==> config.mk <==
export PLATFORM = sky130hd
export DESIGN_NAME = loss_scale_ctrl
export DESIGN_NICKNAME = d
export VERILOG_FILES = /design/src/rtl/lsc_pkg.sv /design/src/rtl/lsc_run_counter.sv /design/src/rtl/lsc_exp_reg.sv /design/src/rtl/loss_scale_ctrl.sv
export SDC_FILE = /design/constraint.sdc
export NUM_CORES = 1
export LEC_CHECK = 0
export BUFFER_PORTS_ARGS = -buffer_cell sky130_fd_sc_hd__buf_2
export CAP_MARGIN = 40
export CORE_ASPECT_RATIO = 0.75
export CORE_MARGIN = 2
export CORE_UTILIZATION = 55
export CTS_CLUSTER_DIAMETER = 100
export DETAILED_ROUTE_END_ITERATION = 7
export PLACE_DENSITY_LB_ADDON = 0.05
export SYNTH_ARGS = -nofsm -noshare
export SYNTH_HDL_FRONTEND = slang
export SYNTH_SLANG_ARGS = --single-unit
==> constraint.sdc <==
create_clock -name clk -period 10.3 [get_ports clk]
set_input_delay 2.06 -clock clk [delete_from_list [all_inputs] [get_ports clk]]
set_output_delay 2.06 -clock clk [all_outputs]
set_load 0.02 [all_outputs]
==> src/rtl/lsc_pkg.sv <==
package lsc_pkg;
  localparam int EXP_W = 6;
  localparam int CNT_W = 16;
  typedef logic [EXP_W-1:0] exp_t;
  typedef logic [CNT_W-1:0] cnt_t;
  typedef enum logic [1:0] {ADJ_HOLD, ADJ_DOWN, ADJ_UP} adj_e;
endpackage

==> src/rtl/lsc_run_counter.sv <==
module lsc_run_counter
  import lsc_pkg::*;
#(
  parameter int W = CNT_W
) (
  input  logic         clk,
  input  logic         rst_n,
  input  logic         clean_step,
  input  logic         bad_step,
  input  logic [W-1:0] interval,
  output logic         run_done
);
  localparam int SUM_W = W + 1;

  logic [W-1:0]     count_q;
  logic [SUM_W-1:0] next_count;
  logic             enabled;

  assign enabled    = (interval != '0);
  assign next_count = {1'b0, count_q} + SUM_W'(1);
  // ">=" also covers an interval that was lowered below the current count
  assign run_done   = clean_step && enabled && (next_count >= {1'b0, interval});

  always_ff @(posedge clk) begin
    if (!rst_n)                     count_q <= '0;
    else if (bad_step || run_done)  count_q <= '0;
    else if (clean_step && enabled) count_q <= next_count[W-1:0];
  end
endmodule

==> src/rtl/lsc_exp_reg.sv <==
module lsc_exp_reg
  import lsc_pkg::*;
#(
  parameter int W         = EXP_W,
  parameter int RESET_VAL = 10
) (
  input  logic         clk,
  input  logic         rst_n,
  input  adj_e         adj,
  input  logic [W-1:0] lo,
  input  logic [W-1:0] hi,
  output logic [W-1:0] value
);
  logic [W-1:0] value_q;
  logic [W-1:0] value_d;

  always_comb begin
    value_d = value_q;
    unique case (adj)
      ADJ_DOWN: if (value_q > lo) value_d = value_q - W'(1);
      ADJ_UP:   if (value_q < hi) value_d = value_q + W'(1);
      default:  value_d = value_q;
    endcase
  end

  always_ff @(posedge clk) begin
    if (!rst_n) value_q <= W'(RESET_VAL);
    else        value_q <= value_d;
  end

  assign value = value_q;
endmodule

==> src/rtl/loss_scale_ctrl.sv <==
module loss_scale_ctrl
  import lsc_pkg::*;
#(
  parameter int RESET_EXP = 10
) (
  input  logic             clk,
  input  logic             rst_n,
  input  logic             step_valid,
  input  logic             step_overflow,
  input  logic [CNT_W-1:0] cfg_interval,
  input  logic [EXP_W-1:0] cfg_min_exp,
  input  logic [EXP_W-1:0] cfg_max_exp,
  output logic [EXP_W-1:0] scale_exp,
  output logic             skip_update
);
  logic bad_step;
  logic clean_step;
  logic run_done;
  adj_e adj;

  assign bad_step   = step_valid & step_overflow;
  assign clean_step = step_valid & ~step_overflow;

  lsc_run_counter #(.W(CNT_W)) u_run (
    .clk        (clk),
    .rst_n      (rst_n),
    .clean_step (clean_step),
    .bad_step   (bad_step),
    .interval   (cfg_interval),
    .run_done   (run_done)
  );

  always_comb begin
    if (bad_step)      adj = ADJ_DOWN;
    else if (run_done) adj = ADJ_UP;
    else               adj = ADJ_HOLD;
  end

  lsc_exp_reg #(.W(EXP_W), .RESET_VAL(RESET_EXP)) u_exp (
    .clk   (clk),
    .rst_n (rst_n),
    .adj   (adj),
    .lo    (cfg_min_exp),
    .hi    (cfg_max_exp),
    .value (scale_exp)
  );

  assign skip_update = bad_step;
endmodule

Word-level counts from Yosys, hierarchy flattened --
Cells that the tools add are included.
Word-level totals: flip-flop bits (word level) 22, input port bits 32, output and inout port bits 7, logic and storage cells 28
Cells by class: add/sub/neg operators 3, magnitude comparators 3, eq/ne operators 4, muxes and demuxes 5, bitwise gates (word level) 4, reductions and logical operators 7
Operators with widths (number):
- adder 16 x 1 -> 17 bit, second input constant | 1
- greater-or-equal comparator 17 x 16 -> 1 bit | 1
- nonzero test 16 bit | 1
- two-way mux 6 bit | 2
- one-hot mux 6 bit (2 select lines) | 1
- adder 6 x 1 -> 6 bit, second input constant | 1
- greater-than comparator 6 bit | 1
- < comparator 6 bit | 1
- subtractor 6 x 1 -> 6 bit, second input constant | 1
- two-way mux 2 bit | 2
- inequality test 2 x 1 -> 1 bit, second input constant | 2
- AND reduction 3 bit | 1
- AND 1 bit | 2
- equality test 2 x 1 -> 1 bit, second input constant | 1
- equality test 2 bit, second input constant | 1
- logical AND 1 bit | 2
- inverter 1 bit | 2
- nonzero test 2 bit | 1
- OR reduction 2 bit | 1
- logical OR 1 bit | 1

Depth between registers and ports, before layout --
Gate-level depths: netlist of the first run.
depth in word-level cells 9, mapped depth 18, depth with buffers taken out 18

Modules after synthesis --
Synthesis of the first run repeated with hierarchy kept, for this count alone.
Second synthesis, totals: cell total of the unflattened synthesis 265, area total of the unflattened synthesis 2333.5 µm²
By module, submodules not included:
- lsc_run_counter | instances 1, cells an instance 172, area each 1532.7 µm², seq. area each 320.3 µm²
- lsc_exp_reg | instances 1, cells an instance 90, area each 777.0 µm², seq. area each 120.1 µm²
- loss_scale_ctrl | instances 1, cells an instance 3, area each 23.8 µm², seq. area each 0.0 µm²

Worst setup path after synthesis of the first run --
No wires, ideal clock.
path type input -> register, start input port cfg_interval[3], end register u_exp.value_q[4] (netlist: u_exp.value[4]), setup time 0.070 ns, arrival 4.503 ns, data required time 10.230 ns, path slack 5.727 ns, stages 12, cells stage by stage inv_1 > ha_1 > nand3_1 > o21bai_1 > a2111oi_1 > o31ai_4 > xor2_1 > ha_1 > nor4_1 > mux2i_1 > or3_1 > a21oi_1
Between the ends: longest elaborated chain between the ends 8, elaborated cells on any way between the ends 13, those cells by class order compare: 1; eq/ne: 4; mux: 3; reduce/logical: 5
RTL lines:
- start, declared | line loss_scale_ctrl.sv:10 | input logic [CNT_W-1:0] cfg_interval,
- branches (longest 2 deep; another with greater-or-equal comparator 17 x 16 -> 1 bit)
- logical AND 1 bit (*) | line lsc_run_counter.sv:22 | assign run_done = clean_step && enabled && (next_count >= {1'b0, interval});
- two-way mux 2 bit (*) | line loss_scale_ctrl.sv:35 | else if (run_done) adj = ADJ_UP;
- two-way mux 2 bit (*) | line loss_scale_ctrl.sv:34 | if (bad_step) adj = ADJ_DOWN;
- equality test 2 bit or equality test 2 x 1 -> 1 bit (tied branches) | line lsc_exp_reg.sv:19 | unique case (adj)
- inequality test 2 x 1 -> 1 bit (no line) or nonzero test 2 bit (tied branches)
- AND reduction 3 bit (no line)
- end signal, assigned | line lsc_exp_reg.sv:27 | if (!rst_n) value_q <= W'(RESET_VAL);
- end signal, assigned | line lsc_exp_reg.sv:28 | else value_q <= value_d;
- end, declared | line lsc_exp_reg.sv:14 | logic [W-1:0] value_q;
Every way passes the cells marked *. A chain may end at the register's enable or synchronous reset.

Worst setup path after layout of the first run --
Same ends and word-level chain as after synthesis.

==> results of run 1 <==
## sequential cells by signal, indices dropped and copies added (netlist names)
| register | count |
|---|---|
| u_exp.value | 6 |
| u_run.count_q | 16 |
## how the worst max path moves through the flow
stage                          startpoint        endpoint  depth (start not counted)
after global routing      cfg_interval[3]  u_exp.value[4]                         13
after detailed placement  cfg_interval[3]  u_exp.value[4]                         13
final                     cfg_interval[3]  u_exp.value[4]                         13
after floorplan           cfg_interval[3]  u_exp.value[4]                         12
after global placement    cfg_interval[3]  u_exp.value[4]                         13
after CTS                 cfg_interval[3]  u_exp.value[4]                         13
## cell usage after synthesis (3+ instances only)
master and number:
or3_1 3, dfxtp_1 22, inv_1 29, nor2b_1 4, nor2_1 26, ha_1 29, nand2_1 16, o21ai_0 5
nand2b_1 4, nand4_1 5, nor4_1 5, clkbuf_1 3, o21a_1 4, xnor2_1 11, xor2_1 20, and3_1 8
a21o_1 3, buf_6 3, mux2i_1 5, a21oi_1 9, nand3_1 17
## where the power goes
group	internal, W	switching [W]	total, W
registers	0.0000858	0.00000141	0.0000872
logic	0.0000132	0.0000156	0.0000288
clock network	0.0000341	0.0000298	0.0000639
total	0.000133	0.0000468	0.000180
## layout make-up
type                       count  area [um2]  share of cell area (%)
timing repair buffer          40         203                    8.80
multi-input combinational    196        1430                    62.1
clock buffer                   4        55.1                    2.39
tap                           52        65.1                    2.82
sequential                    22         440                    19.1
inverter                      29         109                    4.73
## per-stage QoR
| step | setup slack [ps] | area [um2] | total power (W) |
|---|---|---|---|
| after floorplan | 5730 | 2040 | 0.000106 |
| after global placement | 5510 | 2240 | 0.000118 |
| after detailed placement | 5370 | 2250 | 0.000118 |
| after CTS | 5640 | 2300 | 0.000182 |
| after global routing | 5300 | 2300 | 0.000189 |
| final | 5640 | 2300 | 0.000180 |
## metal layers
layer,part of all wire [%],vias to the layer above
met5,0,-
met4,0.42,0
met3,6.2,2
met2,36,44
met1,57,777
li1,-,948
## cell families (layout without fill, tap and decap cells)
| kind of cell | Yosys count | after routing |
|---|---|---|
| compound gates | 33 | 33 |
| fa+ha+maj | 29 | 29 |
| xor+xnor | 31 | 31 |
| buf+inv | 37 | 73 |
| simple gates | 98 | 98 |
| mux | 5 | 5 |
| flops | 22 | 22 |
## critical path, stage by stage
cell       delay [ps]
buf_2              80
inv_1              40
ha_1              280
nand3_1           110
o21bai_1          180
a2111oi_1         760
o31ai_4           190
xor2_1            190
ha_1              240
nor4_1            160
mux2i_1           120
or3_1             320
a21oi_1           130
==> impl_results.md, run 1 <==
- Final core occ: 63.7%
- Vias/cell: 5.16
- Dpl hpwl: 3470 um
- Final Wtd Congestion: between 0.7 and 0.8
- Syn nets: 316
- Setup Buffers After CTS: 0
- GR met3 Demand/Resource: around 3.6%
- VDD IR max: 54.6 uV
- Commonest non-fill, non-tap cell in the layout: buf_2
- Worst setup SP type: primary input
- Final #Nets: 353
- Share of post-route cells with drive strength above 1: 16.8%
- Fraction of registers with async set/reset: 0%
- Mux share of post-synthesis cell area: 2.46%
- FF-to-FF path depth: 16
- Tightest Pin Transition: about 790 ps
- CTS Buffer Depth: 2
- Power per cell area: between 70 and 80 nW/um2
- Synthesized flop and latch total: 22
- Worst reg2reg setup slack: 6110 ps
- Core Rows: 19
- Worst Path Required: 10500 ps
- FMAX: 0.215 GHz
- Worst Hold End: u_run.count_q[1]
- Commonest cells after routing, fill and taps aside: buf_2 (39), inv_1 (29), ha_1 (29)
- Setup CP Type: primary input to register
- RSZ-0062 raised after global routing: no
- Critical R2R Capture: u_exp.value[4]
- Fin crit share: 45.2%
- Via count: 1771
- WHS Path Cells: 2
- Drt total wl: 4300 um
- Die X: approximately 74 um
- Most used DFF post-synth: dfxtp_1
- Hold Crit Class: register to register
- Ports: 39
- Post-synthesis cell count: 255
- Sink Count: 22
- Crit. End Element: register
- Number of port buffers: 38
- Worst Path Max Fanout: 8
- First-pass GRT wire length: 7480 um
- Final Hold Viols: 0
- GRT Total Usage: 22.7%
- Initial Util: between 50 and 60%
- Antenna violations before repair: 0
- Reg2reg start: u_run.count_q[0]
- Compound-Gate Fraction of Synth Area: 11.6%
- Leak pwr: 1.21 nW
- Largest net degree at the start of global routing: 17
- Number of global-route vias before repair: 1616
- Post-synthesis sequential area ratio: 21.6%
- Largest family of logic cells by synthesized area: simple AND/OR/NAND/NOR gates
- Chip height: 56.7 um
- Area grow syn2layout: 13.2%
- Synth top area cells: dfxtp_1 (22%), ha_1 (18%), xor2_1 (8.6%)
- Simple-Gate Fraction of Synth Area: 25.1%
- Placed Cells: 339
- Final setup viols: 0
- Post-synth EDFFs: 0
- Root Buffer Master: clkbuf_8
- Final cell count without fillers: 343
- Hold Startpoint: u_run.count_q[1]
- Number of remaining DRC errors: 0
- # resized after CTS: 0
- Pins Over Slew Limit: 0
- Clock Latency Late Sink: about 260 ps
- Final min period: 4660 ps
- Met1 Use GR: 37.3%
- H-tree level count: 1
- Fillers: 348
- CTS tree: done
- Min Hold Slack: about 530 ps
- Clk pin slew, worst setup/hold paths: 80 ps
- Post-Synth XOR/XNOR Area: 13.3%
- Initial DRC Count: 100
- Synth warn: 0
- Remaining Overflow, GRT: 0
- Drt wl/cell: 12.5 um
- Fin Clk Skew: about 4.4 ps
- Cts bufs inserted: 3
- Post-synthesis cell area: 2040 um2
- Post-synth top area share: between 20% and 30%
- GR peak layer: met1
- Core area: roughly 3600 um2
- Drt pass-1 iters: 4
- ANT cells: 0
- Sum Neg Setup Slack: 0 ps
- Leading area contributor after synthesis: dfxtp_1
- Syn_area_per_cell: 7.98 um2
- Worst relative slew slack: 47.2%
- Post-route ant nets: 0
- CP arrival: 4860 ps
- Die area: 4210 um2
- Max-Cap Viols: 0
- Cell variety after synth: 41
- Post-Synth Adder-Cell Area: 17.8%
- Hold-fix buffers, CTS: 0
- Met2 Use GR: 31.0%
- Status: finished, final reports clean
Note: power is estimated with default switching activity, not from simulation.
==> run 2: changes to the inputs <==
CORE_UTILIZATION = 50   (was 55)
clock period = 3.88 ns   (was 10.3 ns; I/O delays follow)
==> run 2 against run 1 <==
- first-iteration DRC count fell by 41%
- clock skew barely moved
- critical path depth rose by 4
- final cell count rose by 2.6%
- utilization fell by 3.0 points
- non-clock buffer count rose by 6
- cell area rose by 4.9%
- register-to-register slack got worse by 5900 ps
- critical endpoint unchanged
- largest cell class unchanged
- highest routed layer unchanged
==> impl_results.md, run 2 (synthesis results as in run 1) <==
- Status: finished, final reports clean
- Biggest register: u_run.count_q
- Chip height: 59.3 um (+4.5%)
- Drt wl/cell: 13.7 um (+9.4%)
- Clk pin slew, worst setup/hold paths: 90 ps (about the same)
- Die area: 4600 um2 (+9.4%)
- Placed Cells: 346 (+2.1%)
- Leak pwr: 1.25 nW (+3.2%)
- First-pass GRT wire length: 7640 um (+2.1%)
- Final cell count without fillers: 352 (+2.6%)
- Worst reg2reg setup slack: 260 ps (-5850 ps)
- Design area: 2420 um2 (+4.9%)
- WHS Path Cells: 2 (unchanged)
- Core Rows: 20 (+1)
- Final core occ: 60.8% (-3.0 points)
- Comb power frac: 15.2% (-0.8 points)
- Antenna violations before repair: 0 (unchanged)
- Drt total wl: 4820 um (+12%)
- Critical R2R Capture: u_exp.value[4]
- Worst Path Max Fanout: 4 (-4)
- Sink Count: 22 (unchanged)
- Switching Share: 24.3% (-1.7 points)
- Largest net degree at the start of global routing: 17 (unchanged)
- Initial Util: 51.2% (-5.2 points)
- Commonest non-fill, non-tap cell in the layout: buf_2
- Clock Latency Late Sink: 270 ps (about the same)
- Power per cell area: 220 nW/um2 (+180%)
- P_sw: 0.000129 W (+180%)
- Commonest cells after routing, fill and taps aside: buf_2 (38), inv_1 (29), ha_1 (29)
- Final #Nets: 359 (+1.7%)
- Number of global-route vias before repair: 1597 (-1.2%)
- Post-route ant nets: 0 (unchanged)
- CTS tree: done
- Ports: 39 (unchanged)
- CP arrival: 3830 ps (-1030 ps)
- FF-to-FF path depth: 17 (+1)
- Vias/cell: 5.19 (+0.52%)
- Pins Over Slew Limit: 0 (unchanged)
- Power, Total: 0.000532 W (+200%)
- Int Pwr: 0.000402 W (+200%)
- Tightest Pin Transition: 759 ps (-31.0 ps)
- Worst setup path start: u_run.count_q[2]
- Max reg flops: 16 (unchanged)
- Final setup viols: 0 (unchanged)
- FMAX: 0.276 GHz
- Initial DRC Count: 59 (-41%)
- Fin Clk Skew: 4.28 ps (-0.169 ps)
- Worst Path Required: 4090 ps (-6410 ps)
- Hold-fix buffers, CTS: 0 (unchanged)
- Final min period: approximately 3600 ps
- Hold Crit Class: register to register
- Area grow syn2layout: 18.7%
- Pre-CTS setup slack: 46.4 ps (-5320 ps)
- Drt pass-1 iters: 4 (unchanged)
- Reg power frac: 43.6% (-4.8 points)
- CTS Buffer Depth: 2 (unchanged)
- Share of post-route cells with drive strength above 1: 21.5% (+4.7 points)
- H-tree level count: 1 (unchanged)
- Clock power frac: 41.3% (+5.8 points)
- Root Buffer Master: clkbuf_8
- Final Wtd Congestion: 0.782 (-0.92%)
- Die X: 77.7 um (+4.6%)
- Worst Hold End: u_run.count_q[15]
- Cts bufs inserted: 3 (unchanged)
- Post-DP Area: 2280 um2 (+1.6%)
- Hold Startpoint: u_run.count_q[15]
- Worst relative slew slack: 48.7% (+1.5 points)
- Worst setup SP type: register
- Via count: 1827 (+3.2%)
- VDD IR max: 127 uV (+130%)
- Number of port buffers: 38 (unchanged)
- GRT Total Usage: 21.4% (-1.3 points)
- Worst Slack Setup Final: 256 ps (-5390 ps)
- Fin crit share: 93.4%
- Number of remaining DRC errors: 0 (unchanged)
- Crit. End Element: register
- Max-Cap Viols: 0 (unchanged)
- Dpl hpwl: 3700 um (+6.6%)
- ANT cells: 0 (unchanged)
- Remaining Overflow, GRT: 0 (unchanged)
- Final Hold Viols: 0 (unchanged)
- Core area: 3980 um2 (+10%)
- Setup CP Type: register to register
- Reg2reg start: u_run.count_q[2]
## run 2: area by class of cell
cell class	instances	area, um2
Timing Repair Buffer	46	250
Inverter	29	109
Tap cell	55	68.8
Multi-Input combinational cell	196	1480
Clock inverter	1	30.0
Fill cell	367	1560
Sequential cell	22	443
Clock buffer	3	41.3
## run 2: worst max-delay path by stage
stage / end / slack [ps] / cells after the start
after floorplan: u_exp.value[4] / 230 / 16
after global placement: u_exp.value[4] / 280 / 17
after detailed placement: u_exp.value[4] / 50 / 17
after CTS: u_exp.value[4] / 20 / 17
after global routing: u_exp.value[4] / -20 / 16
final: u_exp.value[4] / 260 / 17
## run 2: what timing repair did
item | 4_1_cts | 5_1_grt
resized for setup | 1 | 11
gates cloned | 0 | 0
endpoints found under the setup margin | 1 | 2
buffers inserted | 0 | 2
pin swaps | 0 | 1
## run 2: power by group through the flow
stage	Sequential [W]	Clock (W)	Combinational, W
after floorplan	0.000237	0	0.0000444
after global placement	0.000237	0	0.0000781
after detailed placement	0.000237	0	0.0000782
after CTS	0.000231	0.000226	0.0000791
after global routing	0.000232	0.000234	0.0000915
final	0.000232	0.000219	0.0000807
## run 2: metal layers
layer | vias to the layer above | part of all wire (%) | GRT usage [%]
met5 | - | 0 | 0
met4 | 0 | 0.56 | 4.59
met3 | 2 | 4.7 | 4.73
met2 | 39 | 39 | 28.4
met1 | 823 | 56 | 34.1
li1 | 963 | - | -
## run 2: stage by stage
step,TNS (ps),hold slack (ps)
final,0,521
after global routing,-16.7,582
after CTS,0,529
after detailed placement,0,502
after global placement,0,498
after floorplan,0,479
## run 2: critical path: stages, from the launching register on
cell	delay [ps]
dfxtp_2	370
and3_2	230
nand3_2	130
nor2_4	150
buf_4	140
nand3_1	100
xnor2_1	160
ha_1	280
nand4_1	190
a2111oi_4	340
buf_4	180
o31ai_4	60
xor2_1	190
ha_1	240
nor4_1	210
mux2i_1	130
or3_1	320
a21oi_1	140
